--- config.mk ---
export PLATFORM = sky130hd
export DESIGN_NAME = xp_page_encoder
export DESIGN_NICKNAME = d
export VERILOG_FILES = /design/src/rtl/xp_ecc_pkg.sv /design/src/rtl/xp_seq.sv /design/src/rtl/xp_col_accum.sv /design/src/rtl/xp_row_accum.sv /design/src/rtl/xp_page_encoder.sv
export SDC_FILE = /design/constraint.sdc
export NUM_CORES = 1
export LEC_CHECK = 0
export BUFFER_PORTS_ARGS = -buffer_cell sky130_fd_sc_hd__buf_2
export CORE_UTILIZATION = 62
export CTS_CLUSTER_DIAMETER = 30
export DETAILED_ROUTE_END_ITERATION = 10
export GPL_TIMING_DRIVEN = 0
export PLACE_DENSITY = 0.94
export SLEW_MARGIN = 25
export SYNTH_ARGS = -nofsm -noshare
export SYNTH_HDL_FRONTEND = slang
export SYNTH_HIERARCHICAL = 1
export SYNTH_SLANG_ARGS = --single-unit
--- constraint.sdc ---
create_clock -name clk -period 4.4 [get_ports clk]
set_input_delay 0 -clock clk [delete_from_list [all_inputs] [get_ports clk]]
set_output_delay 0 -clock clk [all_outputs]
set_load 0.05 [all_outputs]
--- src/rtl/xp_ecc_pkg.sv ---
package xp_ecc_pkg;

  typedef enum logic [1:0] {
    PH_IDLE   = 2'd0,
    PH_DATA   = 2'd1,
    PH_PARITY = 2'd2
  } phase_e;

  function automatic int row_byte_count(input int log2k, input int mbits);
    return (2 * log2k + mbits - 1) / mbits;
  endfunction

endpackage

--- src/rtl/xp_seq.sv ---
module xp_seq
  import xp_ecc_pkg::*;
#(
  parameter int K_ROWS  = 16,
  parameter int R_BYTES = 2,
  localparam int LOG2K  = $clog2(K_ROWS),
  localparam int PCNT_W = (R_BYTES > 1) ? $clog2(R_BYTES) : 1
) (
  input  logic              clk,
  input  logic              rst_n,
  input  logic              start_i,
  input  logic              valid_i,
  output logic              accept_o,
  output logic [LOG2K-1:0]  row_idx_o,
  output phase_e            phase_o,
  output logic [PCNT_W-1:0] par_idx_o,
  output logic              par_last_o
);

  phase_e            phase_q, phase_d;
  logic [LOG2K-1:0]  row_q, row_d;
  logic [PCNT_W-1:0] par_q, par_d;
  logic              st_en;
  logic              row_end;

  always_comb begin
    accept_o   = valid_i && (start_i || (phase_q == PH_DATA));
    row_idx_o  = start_i ? '0 : row_q;
    row_end    = (row_idx_o == LOG2K'(K_ROWS - 1));
    par_last_o = (phase_q == PH_PARITY) && (par_q == PCNT_W'(R_BYTES - 1));
    phase_o    = phase_q;
    par_idx_o  = par_q;

    phase_d = phase_q;
    row_d   = row_q;
    par_d   = par_q;
    if (start_i) begin
      phase_d = PH_DATA;
      row_d   = '0;
      par_d   = '0;
    end
    if (accept_o) begin
      row_d = row_idx_o + 1'b1;
      if (row_end) begin
        phase_d = PH_PARITY;
        par_d   = '0;
      end
    end else if ((phase_q == PH_PARITY) && !start_i) begin
      par_d = par_q + 1'b1;
      if (par_last_o) phase_d = PH_IDLE;
    end
    st_en = start_i | accept_o | (phase_q == PH_PARITY);
  end

  always_ff @(posedge clk or negedge rst_n) begin
    if (!rst_n) begin
      phase_q <= PH_IDLE;
      row_q   <= '0;
      par_q   <= '0;
    end else if (st_en) begin
      phase_q <= phase_d;
      row_q   <= row_d;
      par_q   <= par_d;
    end
  end

endmodule

--- src/rtl/xp_col_accum.sv ---
module xp_col_accum #(
  parameter int M_BITS = 8
) (
  input  logic              clk,
  input  logic              rst_n,
  input  logic              clear_i,
  input  logic              en_i,
  input  logic [M_BITS-1:0] data_i,
  output logic [M_BITS-1:0] col_o
);

  logic [M_BITS-1:0] col_q, col_d;
  logic              col_en;

  always_comb begin
    col_d  = (clear_i ? '0 : col_q) ^ (en_i ? data_i : '0);
    col_en = clear_i | en_i;
  end

  always_ff @(posedge clk or negedge rst_n) begin
    if (!rst_n)      col_q <= '0;
    else if (col_en) col_q <= col_d;
  end

  assign col_o = col_q;

endmodule

--- src/rtl/xp_row_accum.sv ---
module xp_row_accum #(
  parameter int M_BITS = 8,
  parameter int LOG2K  = 4,
  localparam int PAIR_BITS = 2 * LOG2K
) (
  input  logic                 clk,
  input  logic                 rst_n,
  input  logic                 clear_i,
  input  logic                 en_i,
  input  logic [M_BITS-1:0]    data_i,
  input  logic [LOG2K-1:0]     row_idx_i,
  output logic [PAIR_BITS-1:0] pairs_o
);

  logic [PAIR_BITS-1:0] pair_q, pair_d, contrib;
  logic                 byte_par;
  logic                 pair_en;

  assign byte_par = ^data_i;

  for (genvar x = 0; x < LOG2K; x++) begin : g_pair
    assign contrib[2*x]   = en_i & byte_par &  row_idx_i[x];
    assign contrib[2*x+1] = en_i & byte_par & ~row_idx_i[x];
  end

  always_comb begin
    pair_d  = (clear_i ? '0 : pair_q) ^ contrib;
    pair_en = clear_i | en_i;
  end

  always_ff @(posedge clk or negedge rst_n) begin
    if (!rst_n)       pair_q <= '0;
    else if (pair_en) pair_q <= pair_d;
  end

  assign pairs_o = pair_q;

endmodule

--- src/rtl/xp_page_encoder.sv ---
module xp_page_encoder
  import xp_ecc_pkg::*;
#(
  parameter int K_ROWS = 16,
  parameter int M_BITS = 8
) (
  input  logic              clk,
  input  logic              rst_n,
  input  logic              start_i,
  input  logic              in_valid_i,
  input  logic [M_BITS-1:0] in_data_i,
  output logic              out_valid_o,
  output logic [M_BITS-1:0] out_data_o,
  output logic              out_last_o
);

  localparam int LOG2K     = $clog2(K_ROWS);
  localparam int ROW_BITS  = 2 * LOG2K;
  localparam int ROW_BYTES = row_byte_count(LOG2K, M_BITS);
  localparam int R_BYTES   = 1 + ROW_BYTES;
  localparam int PCNT_W    = (R_BYTES > 1) ? $clog2(R_BYTES) : 1;
  localparam int PAD_BITS  = ROW_BYTES * M_BITS;

  logic              accept;
  logic [LOG2K-1:0]  row_idx;
  phase_e            phase;
  logic [PCNT_W-1:0] par_idx;
  logic              par_last;
  logic [M_BITS-1:0] col_par;
  logic [ROW_BITS-1:0] row_pairs;
  logic [PAD_BITS-1:0] row_pad;
  logic [M_BITS-1:0] par_bytes [R_BYTES];
  logic [M_BITS-1:0] par_sel;

  xp_seq #(.K_ROWS(K_ROWS), .R_BYTES(R_BYTES)) u_seq (
    .clk        (clk),
    .rst_n      (rst_n),
    .start_i    (start_i),
    .valid_i    (in_valid_i),
    .accept_o   (accept),
    .row_idx_o  (row_idx),
    .phase_o    (phase),
    .par_idx_o  (par_idx),
    .par_last_o (par_last)
  );

  xp_col_accum #(.M_BITS(M_BITS)) u_col (
    .clk     (clk),
    .rst_n   (rst_n),
    .clear_i (start_i),
    .en_i    (accept),
    .data_i  (in_data_i),
    .col_o   (col_par)
  );

  xp_row_accum #(.M_BITS(M_BITS), .LOG2K(LOG2K)) u_row (
    .clk       (clk),
    .rst_n     (rst_n),
    .clear_i   (start_i),
    .en_i      (accept),
    .data_i    (in_data_i),
    .row_idx_i (row_idx),
    .pairs_o   (row_pairs)
  );

  always_comb begin
    row_pad = '0;
    row_pad[ROW_BITS-1:0] = row_pairs;
  end

  assign par_bytes[0] = col_par;
  for (genvar b = 1; b < R_BYTES; b++) begin : g_rbyte
    assign par_bytes[b] = row_pad[(b-1)*M_BITS +: M_BITS];
  end

  always_comb begin
    par_sel = '0;
    for (int b = 0; b < R_BYTES; b++) begin
      if (par_idx == PCNT_W'(b)) par_sel = par_bytes[b];
    end
  end

  logic              ov_q, ov_d, ol_q, ol_d, o_en;
  logic [M_BITS-1:0] od_q, od_d;

  always_comb begin
    ov_d = 1'b0;
    ol_d = 1'b0;
    od_d = od_q;
    if (accept) begin
      ov_d = 1'b1;
      od_d = in_data_i;
    end else if (start_i) begin
      ov_d = 1'b0;
    end else if (phase == PH_PARITY) begin
      ov_d = 1'b1;
      od_d = par_sel;
      ol_d = par_last;
    end
    o_en = accept | start_i | (phase == PH_PARITY) | ov_q;
  end

  always_ff @(posedge clk or negedge rst_n) begin
    if (!rst_n) begin
      ov_q <= 1'b0;
      ol_q <= 1'b0;
      od_q <= '0;
    end else if (o_en) begin
      ov_q <= ov_d;
      ol_q <= ol_d;
      od_q <= od_d;
    end
  end

  assign out_valid_o = ov_q;
  assign out_last_o  = ol_q;
  assign out_data_o  = od_q;

endmodule

==> key figures, run 1 <==
Run status
  – Outcome: finished clean

Place
  – RD Place Congestion: 0.776
  – Placed insts: ~220
  – Detailed Place HPWL: 2340 um
  – Input/output buffers: 21

Drt
  – Met2 wire length: 1750 um
  – DRT Pass-1 Iters: 4
  – Highest metal used: met4
  – Metal-1 WL: 1590 um
  – Detailed-route via count: ~1,300
  – DR vias/cell: 5.48
  – Detailed Route WL: about 3600 um
  – WL met3: 118 um
  – Avg WL per Cell: approximately 15 um
  – Drc violations: 0
  – Drt initial violations: 28
  – Antenna violation net count after detailed routing: 0

STA
  – Fin Setup TNS: 0 ns
  – Crit share post-route: 41.3%
  – Slew Viols, Final: 0
  – Rel. slew slack: 52.3%
  – Setup Skew: 0.00818 ns
  – Max Fclk: 550 MHz
  – Minimum clock period after layout: between 1.5 and 2 ns
  – Final Setup Violations: 0
  – RSZ-0062 raised after global routing: false
  – Actual slew at the worst max-slew pin: 0.715 ns
  – Hold Fails Final Rpt: 0

Global route
  – First-pass GRT wire length: 5970 um
  – Total GRT Usage: 25.3%
  – Vias in the first global route: 1,257
  – Initial antenna violation count: 0
  – Global route overflow: 0
  – Largest net degree at the start of global routing: 34

Logic synthesis
  – Number of synthesized flops with an enable pin: 0
  – Syn Area/Cell: 11.0 um2
  – #FFs+latches synth: 33
  – Post-synth top cells: 33 x dfrtp_1, 24 x xnor2_1, 22 x nand2_1
  – Ys flop type: dfrtp_1
  – Async SR Flop Fraction: 100%
  – Top cells by area, synth: dfrtp_1 45%, xnor2_1 11%, mux2_4 6.6%, mux2i_1 4.9%, nand2_1 4.5%
  – Syn_nets: 179
  – Most common cell in the synthesized netlist: dfrtp_1
  – Syn Std Cell Area: roughly 0.0018 mm2
  – Seq/Total Area, Yosys: 45.2%
  – Yosys Warn Count: 6
  – Post-synth cell types: 28
  – Post-synthesis cell count: 166
  – Area leader, netlist: dfrtp_1
  – Share of the synthesized area in the top cell type: 45.2%

Clock tree
  – Root Driver: clkbuf_4
  – CTS Buffer Depth: 2
  – H-tree depth: 2
  – CTS tree: yes
  – Worst-Skew Late Latency: 0.33 ns
  – Setup bufs post-CTS: 0
  – Clk sinks: 33
  – Clock Pin Slew Worst Setup and Hold Paths: 0.09 ns
  – CTS Buf Count: 5

Power and ir drop
  – Switch share: 28.5%
  – Leakage: approximately 0.00095 uW
  – Total internal power: 561 uW
  – Seq pwr share: 46.4%
  – Clock power frac: 30.0%
  – Comb power frac: between 20% and 30%
  – PD cells: about 360 mW/mm2
  – VDD IR max: 442 uV
  – NetSw: 224 uW

Die
  – Die outline width: ~56 um
  – Placeable Area: around 0.0028 mm2
  – Rows: 19
  – Initial core utilization: 65.7%
  – Die footprint: 0.00317 mm2
  – Die height: about 56 um
  – Num ports: 22

Setup path
  – CP endpoint kind: flop
  – Setup CP Type: reg2reg
  – Max Fanout on Critical Path: 12
  – Worst Path Arrival: 2.08 ns
  – Crit start category: flop
  – CP Data Required Time: 4.66 ns

Layout
  – Layout cell share with drive strength beyond 1: a little over a quarter
  – N_diodes: 0
  – Non-Filler Instances: between 200 and 250
  – # nets final: 217
  – Layout Area Growth over Synthesis: 18.0%

Run
  – Maxcap violations: 0

Worst hold path
  – Worst min path class: in2reg
## routing by layer
metal | global-route usage, % | up-vias
met3 | 5.07 | 9
met2 | 40.0 | 32
met5 | 0 | -
met1 | 33.2 | 633
li1 | - | 620
met4 | 12.9 | 0
## worst max-delay path: stages, from the launching register on
cell and delay, ns:
dfrtp_1 0.44, nor2b_4 0.24, o21a_4 0.21, clkbuf_1 0.39, buf_2 0.31, nand2_1 0.07, o21ai_1 0.08
## power by group through the flow
stage          clock network [uW]  registers, uW  logic [uW]
2_1_floorplan                   0            390         110
3_3_place_gp                    0            368         170
3_5_place_dp                    0            370         175
4_1_cts                       241            364         183
5_1_grt                       252            368         199
6_report                      236            364         185
## state kept, by name, summed over array words and instances (netlist names)
register and flops:
u_row/pairs_o 8, u_col/col_o 8, u_seq/phase_o 2, u_seq/par_idx_o 1, out_valid_o 1, out_data_o 8
u_seq/row_q 4, out_last_o 1
## kinds of logic (layout without fill, tap and decap cells)
family | Yosys count | after routing | synth area share [%]
AOI/OAI and AO/OA | 14 | 14 | 5.00
xor gates and xnor gates | 26 | 26 | 12.9
muxes | 17 | 17 | 11.5
buffers and inverters | 9 | 48 | 3.22
DFF | 33 | 33 | 45.2
and+or+nand+nor | 66 | 66 | 21.6
adders and majority gates | 1 | 1 | 0.684
## worst paths after layout
path | startpoint | to | slack [ns] | cells after the start
setup / recovery | u_seq/phase_o[0]$_DFFE_PN0P_ | out_data_o[7]$_DFFE_PN0P_ | 2.58 | 6
hold / removal | start_i | out_last_o$_DFFE_PN0P_ | 0.09 | 2
setup reg to reg | u_seq/phase_o[0]$_DFFE_PN0P_ | out_data_o[7]$_DFFE_PN0P_ | 2.58 | 6
hold reg to reg | out_data_o[5]$_DFFE_PN0P_ | out_data_o[5]$_DFFE_PN0P_ | 0.56 | 2
max in group asynchronous | rst_n | u_seq/row_q[2]$_DFFE_PN0P_ | 3.69 | 2
min in group asynchronous | rst_n | out_data_o[5]$_DFFE_PN0P_ | 0.24 | 2
## cell usage in the layout (no fill, tap or decap), drive strengths merged, types with 2 or more instances in the layout
master / n
nor2: 8
dfrtp: 33
xnor2: 25
dlygate4sd3: 10
nor2b: 14
buf: 26
o21ai: 9
mux2: 8
nand2: 22
mux2i: 9
nor3: 2
inv: 3
and2: 2
clkbuf: 8
nand2b: 10
nor3b: 5
## cell type report
cell class | count | area (um2)
Clock buffer | 7 | 55.1
Sequential cell | 33 | 826
Buffer | 6 | 47.5
Tap cell | 31 | 38.8
Timing Repair Buffer | 31 | 205
Multi-Input combinational cell | 124 | 943
Inverter | 3 | 11.3
Clock inverter | 1 | 30.0
Fill cell | 174 | 624
## stage by stage
| step | total power [uW] | setup slack, ns | hold WS (ns) | util, % | instance area [um2] |
|---|---|---|---|---|---|
| floorplan | 500 | 2.96 | -0.296 | - | 1830 |
| global placement | 537 | 2.66 | 0.0800 | 70.9 | 1970 |
| detailed placement | 545 | 2.59 | 0.0955 | 70.9 | 1970 |
| CTS | 788 | 2.56 | 0.0746 | 77.6 | 2160 |
| global route | 818 | 2.42 | 0.0991 | 77.6 | 2160 |
| finish | 784 | 2.58 | 0.0905 | 77.6 | 2160 |
## repair_timing
action                                  in CTS  in global routing
endpoints found under the setup margin       0                  0
hold buffers                                10                  0
gates resized for setup                      0                  0
endpoints found under the hold margin       51                  0
Note: power is estimated with default switching activity, not from simulation.
==> run 2: changes to the inputs <==
--- a/config.mk
+++ b/config.mk
@@ -6,11 +6,11 @@
 export NUM_CORES = 1
 export LEC_CHECK = 0
 export BUFFER_PORTS_ARGS = -buffer_cell sky130_fd_sc_hd__buf_2
-export CORE_UTILIZATION = 62
+export CORE_UTILIZATION = 57
 export CTS_CLUSTER_DIAMETER = 30
 export DETAILED_ROUTE_END_ITERATION = 10
 export GPL_TIMING_DRIVEN = 0
-export PLACE_DENSITY = 0.94
+export PLACE_DENSITY = 0.88
 export SLEW_MARGIN = 25
 export SYNTH_ARGS = -nofsm -noshare
 export SYNTH_HDL_FRONTEND = slang
==> constraint.sdc (replaced) <==
create_clock -name clk -period 1.8 [get_ports clk]
set_input_delay 0 -clock clk [delete_from_list [all_inputs] [get_ports clk]]
set_output_delay 0 -clock clk [all_outputs]
set_load 0.05 [all_outputs]
==> key figures, run 2 (synthesized netlist as in run 1, its figures left out) <==
Clock tree
  – CTS tree: yes
  – Root Driver: clkbuf_4
  – H-tree depth: 2
  – CTS Buffer Depth: 2
  – Clk sinks: 33
  – Worst-Skew Late Latency: 0.34 ns
  – CTS Buf Count: 5
  – Clock Pin Slew Worst Setup and Hold Paths: 0.10 ns

STA
  – Actual slew at the worst max-slew pin: 0.721 ns
  – Slew Viols, Final: 0
  – RSZ-0062 raised after global routing: false
  – Fin Setup TNS: 0 ns
  – Final Setup Violations: 0
  – Crit share post-route: between 80% and 90%
  – Minimum clock period after layout: 1.60 ns
  – Rel. slew slack: 51.9%
  – Max Fclk: 626 MHz
  – Hold Fails Final Rpt: 0
  – Setup Skew: approximately 0.011 ns

Die
  – Die outline width: just under 60 um
  – Die height: a little under 60 um
  – Placeable Area: around 0.003 mm2
  – Initial core utilization: 59.9%
  – Die footprint: around 0.0034 mm2
  – Rows: 20
  – Num ports: 22

Place
  – Input/output buffers: 21
  – Area after DPL: roughly 0.002 mm2
  – RD Place Congestion: 0.746
  – Detailed Place HPWL: roughly 2400 um

Global route
  – Initial antenna violation count: 0
  – Total GRT Usage: 23.5%
  – Largest net degree at the start of global routing: 34
  – Vias in the first global route: 1,307
  – First-pass GRT wire length: ~5800 um
  – Global route overflow: 0

Layout
  – Most frequent cells in the layout: 33 x dfrtp_1, 24 x xnor2_1, 23 x buf_2
  – # nets final: between 200 and 250
  – Layout Area Growth over Synthesis: 18.7%
  – Final instance area: 0.00217 mm2
  – Commonest non-fill, non-tap cell in the layout: dfrtp_1
  – N_diodes: 0
  – Layout cell share with drive strength beyond 1: 26.5%

Setup path
  – Max Fanout on Critical Path: 20
  – CP Data Required Time: 2.06 ns
  – Setup CP Type: reg2reg
  – Worst Path Arrival: 1.86 ns
  – CP endpoint kind: flop
  – Crit start category: flop

Power and ir drop
  – VDD IR max: 648 uV
  – Seq pwr share: a little under half
  – Final Power: around 1900 uW
  – Leakage: 0.000944 uW
  – PD cells: 886 mW/mm2
  – Total internal power: 1370 uW
  – Clock power frac: between 30% and 40%
  – NetSw: 551 uW
  – Comb power frac: 23.4%
  – Switch share: 28.7%

Drt
  – Avg WL per Cell: 14.7 um
  – Detailed Route WL: between 3000 and 4000 um
  – DRT Pass-1 Iters: 4
  – DR vias/cell: about 5.2
  – Drt initial violations: 61
  – Drc violations: 0
  – Antenna violation net count after detailed routing: 0
  – Detailed-route via count: 1,290

Run status
  – Outcome: finished clean

Worst hold path
  – Worst min path class: in2reg

Run
  – Maxcap violations: 0
-- run 2: final cells by class --
type | instances | area [um2]
multi-input combinational | 124 | 943
fill | 233 | 883
sequential | 33 | 826
timing repair buffer | 31 | 205
clock buffer | 7 | 55.1
tap | 44 | 55.1
buffer | 5 | 43.8
clock inverter | 1 | 30.0
inverter | 3 | 11.3
-- run 2: power by group through the flow --
stage	registers, uW	logic (uW)	clock network [uW]
4_1_cts	892	449	596
3_3_place_gp	898	415	0
6_report	891	449	581
5_1_grt	902	482	623
3_5_place_dp	907	431	0
2_1_floorplan	954	268	0
-- run 2: worst max-delay path: stages (launching register included) --
cell and delay, ns:
dfrtp_1 0.44, nor2b_4 0.25, o21a_4 0.28, buf_2 0.27, nand2_1 0.11, xnor2_1 0.18
-- run 2: routing by layer --
layer	GRT usage (%)	vias to the layer above	wire length, um
met5	0	-	0
met4	9.52	0	34
met3	6.59	4	140
met2	39.9	24	1920
met1	28.2	645	1560
li1	-	617	-
-- run 2: worst paths after layout --
path                                               from                      endpoint  slack (ns)  depth (start not counted)
max                        u_seq/phase_o[0]$_DFFE_PN0P_    u_col/col_o[1]$_DFFE_PN0P_        0.20                          5
min                                             start_i        out_last_o$_DFFE_PN0P_        0.11                          2
max reg2reg                u_seq/phase_o[0]$_DFFE_PN0P_    u_col/col_o[1]$_DFFE_PN0P_        0.20                          5
min reg2reg                   out_data_o[5]$_DFFE_PN0P_     out_data_o[5]$_DFFE_PN0P_        0.56                          2
max in group asynchronous                         rst_n     out_data_o[7]$_DFFE_PN0P_        1.08                          2
min in group asynchronous                         rst_n  u_row/pairs_o[1]$_DFFE_PN0P_        0.25                          2
-- run 2: repair_timing --
| item | in CTS | in global routing |
|---|---|---|
| hold endpoints to repair | 51 | 0 |
| setup buffers | 0 | 0 |
| endpoints found under the setup margin | 9 | 0 |
| hold buffers | 10 | 0 |
| gates resized for setup | 0 | 0 |
-- run 2: through the flow --
stage / cells / worst slack [ns] / hold WS (ns) / utilization (%)
after floorplan: 166 / 0.363 / -0.296 / -
after global placement: 231 / 0.0303 / 0.0827 / 65.1
after detailed placement: 231 / -0.0527 / 0.0994 / 65.1
after CTS: 248 / 0.210 / 0.0973 / 71.1
after global routing: 248 / 0.0916 / 0.100 / 71.1
final: 248 / 0.203 / 0.105 / 71.1
==> run 3: changes to the inputs <==
--- a/config.mk
+++ b/config.mk
@@ -6,11 +6,12 @@
 export NUM_CORES = 1
 export LEC_CHECK = 0
 export BUFFER_PORTS_ARGS = -buffer_cell sky130_fd_sc_hd__buf_2
-export CORE_UTILIZATION = 57
+export CORE_UTILIZATION = 60
+export CTS_BUF_LIST = sky130_fd_sc_hd__clkbuf_4
 export CTS_CLUSTER_DIAMETER = 30
 export DETAILED_ROUTE_END_ITERATION = 10
 export GPL_TIMING_DRIVEN = 0
-export PLACE_DENSITY = 0.88
+export PLACE_DENSITY = 0.92
 export SLEW_MARGIN = 25
 export SYNTH_ARGS = -nofsm -noshare
 export SYNTH_HDL_FRONTEND = slang
==> key figures, run 3 (synthesized netlist as in run 1, its figures left out) <==
STA
  – Crit share post-route: 91.2%
  – Final Setup Violations: 0
  – Fin Setup TNS: 0 ns
  – Setup Skew: 0.0152 ns
  – Minimum clock period after layout: 1.64 ns
  – Max Fclk: 609 MHz
  – RSZ-0062 raised after global routing: false
  – Rel. slew slack: 50.9%
  – Slew Viols, Final: 0
  – Hold Fails Final Rpt: 0
  – Actual slew at the worst max-slew pin: between 0.7 and 0.8 ns
  – Hold Slack: 0.0711 ns

Setup path
  – Max Fanout on Critical Path: 20
  – R2R depth: 5
  – Setup slack, reg-to-reg: 0.16 ns
  – FF-to-FF End: u_col/col_o[2]$_DFFE_PN0P_
  – Worst Path Arrival: 1.90 ns
  – CP endpoint kind: flop
  – Setup CP Type: reg2reg
  – CP Data Required Time: roughly 2.1 ns
  – Crit start category: flop
  – RR Startpoint: u_seq/phase_o[0]$_DFFE_PN0P_

Place
  – RD Place Congestion: 0.764
  – Detailed Place HPWL: 2300 um
  – Placed insts: 218
  – Area after DPL: slightly below 0.002 mm2
  – Input/output buffers: 21

Die
  – Rows: 19
  – Initial core utilization: 64.6%
  – Die outline width: 57.2 um
  – Die footprint: 0.00327 mm2
  – Die height: 57.2 um
  – Num ports: 22
  – Placeable Area: 0.00283 mm2

Drt
  – Detailed-route via count: 1,274
  – DRT Pass-1 Iters: 7
  – Detailed Route WL: 3540 um
  – Avg WL per Cell: 15.1 um
  – Antenna violation net count after detailed routing: 0
  – Drc violations: 2
  – Drt initial violations: 37
  – DR vias/cell: between 5 and 6

Run
  – Maxcap violations: 0

Layout
  – # nets final: 216
  – N_diodes: 0
  – Most frequent cells in the layout: 33 x dfrtp_1, 24 x xnor2_1, 23 x buf_2
  – Layout Area Growth over Synthesis: 15.8%
  – Non-Filler Instances: ~230
  – Layout cell share with drive strength beyond 1: 26.1%
  – Final instance area: 0.00212 mm2
  – Commonest non-fill, non-tap cell in the layout: dfrtp_1

Worst hold path
  – Min-Delay Endpoint: out_last_o$_DFFE_PN0P_
  – Hold Startpoint: start_i
  – Worst min path class: in2reg
  – Hold depth: 2

Global route
  – Vias in the first global route: 1,329
  – Initial antenna violation count: 0
  – Total GRT Usage: 25.1%
  – Global route overflow: 0
  – Largest net degree at the start of global routing: 34
  – First-pass GRT wire length: between 6000 and 7000 um

Clock tree
  – CTS tree: yes
  – H-tree depth: 2
  – Worst-Skew Late Latency: 0.34 ns
  – Post_cts resized: 0
  – Clock Pin Slew Worst Setup and Hold Paths: 0.10 ns
  – Root Driver: clkbuf_4
  – CTS Buffer Depth: 2
  – Clk sinks: 33
  – CTS Buf Count: 5

Power and ir drop
  – Leakage: 0.000928 uW
  – VDD IR max: ~560 uV
  – PD cells: 821 mW/mm2

Run status
  – Outcome: complete, but fails checks
  – Failing checks: DRC
[run 3: cell count changes in the layout (fill, tap and decap cells not counted), sizes merged]
cell,delta
clkinv,+1
bufinv,-1
clkbuf,-1
[run 3: worst max-delay path: stages, from the launching register on]
cell	delay, ns
dfrtp_1	0.45
nor2b_4	0.25
o21a_4	0.28
buf_2	0.27
nand2_1	0.12
xnor2_1	0.18
[run 3: area by class of cell]
cell class | instances | area, um2
buffer | 5 | 43.8
clock buffer | 6 | 45.0
clock inverter | 1 | 3.75
fill | 205 | 712
inverter | 3 | 11.3
multi-input combinational | 124 | 943
sequential | 33 | 826
tap | 31 | 38.8
timing repair buffer | 31 | 205
[run 3: worst max-delay path by stage]
stage                                            start  cells past startpoint  slack (ns)                          to
final                     u_seq/phase_o[0]$_DFFE_PN0P_                      5        0.16  u_col/col_o[2]$_DFFE_PN0P_
after global routing      u_seq/phase_o[0]$_DFFE_PN0P_                      5        0.07  u_col/col_o[3]$_DFFE_PN0P_
after CTS                 u_seq/phase_o[0]$_DFFE_PN0P_                      5        0.18  u_col/col_o[2]$_DFFE_PN0P_
after detailed placement  u_seq/phase_o[0]$_DFFE_PN0P_                      6       -0.12   out_data_o[3]$_DFFE_PN0P_
after global placement    u_seq/phase_o[0]$_DFFE_PN0P_                      6        0.03   out_data_o[5]$_DFFE_PN0P_
after floorplan           u_seq/phase_o[0]$_DFFE_PN0P_                      5        0.36   out_data_o[6]$_DFFE_PN0P_
[run 3: what timing repair did]
action / CTS / global route
endpoints found under the setup margin: 9 / 0
endpoints found under the hold margin: 50 / 0
hold buffers: 10 / 0
buffers inserted: 0 / 0
[run 3: routing by layer]
layer  GRT usage [%]  share of wire (%)
met1            31.4                 45
met2            40.8                 49
met3            6.80                4.5
met4            11.1                1.8
met5               0                  0
[run 3: report_power, final]
group	leakage, uW	internal (uW)	switching (uW)
clock network	0.0000292	157	243
registers	0.000418	838	54.0
logic	0.000480	201	247
total	0.000928	1200	544
[run 3: per-stage QoR]
step | worst slack [ns] | utilization [%] | power [uW]
detailed placement | -0.120 | 69.7 | 1340
finish | 0.159 | 74.8 | 1740
global route | 0.0683 | 74.8 | 1820
floorplan | 0.363 | - | 1220
CTS | 0.176 | 74.8 | 1750
global placement | 0.0348 | 69.7 | 1310
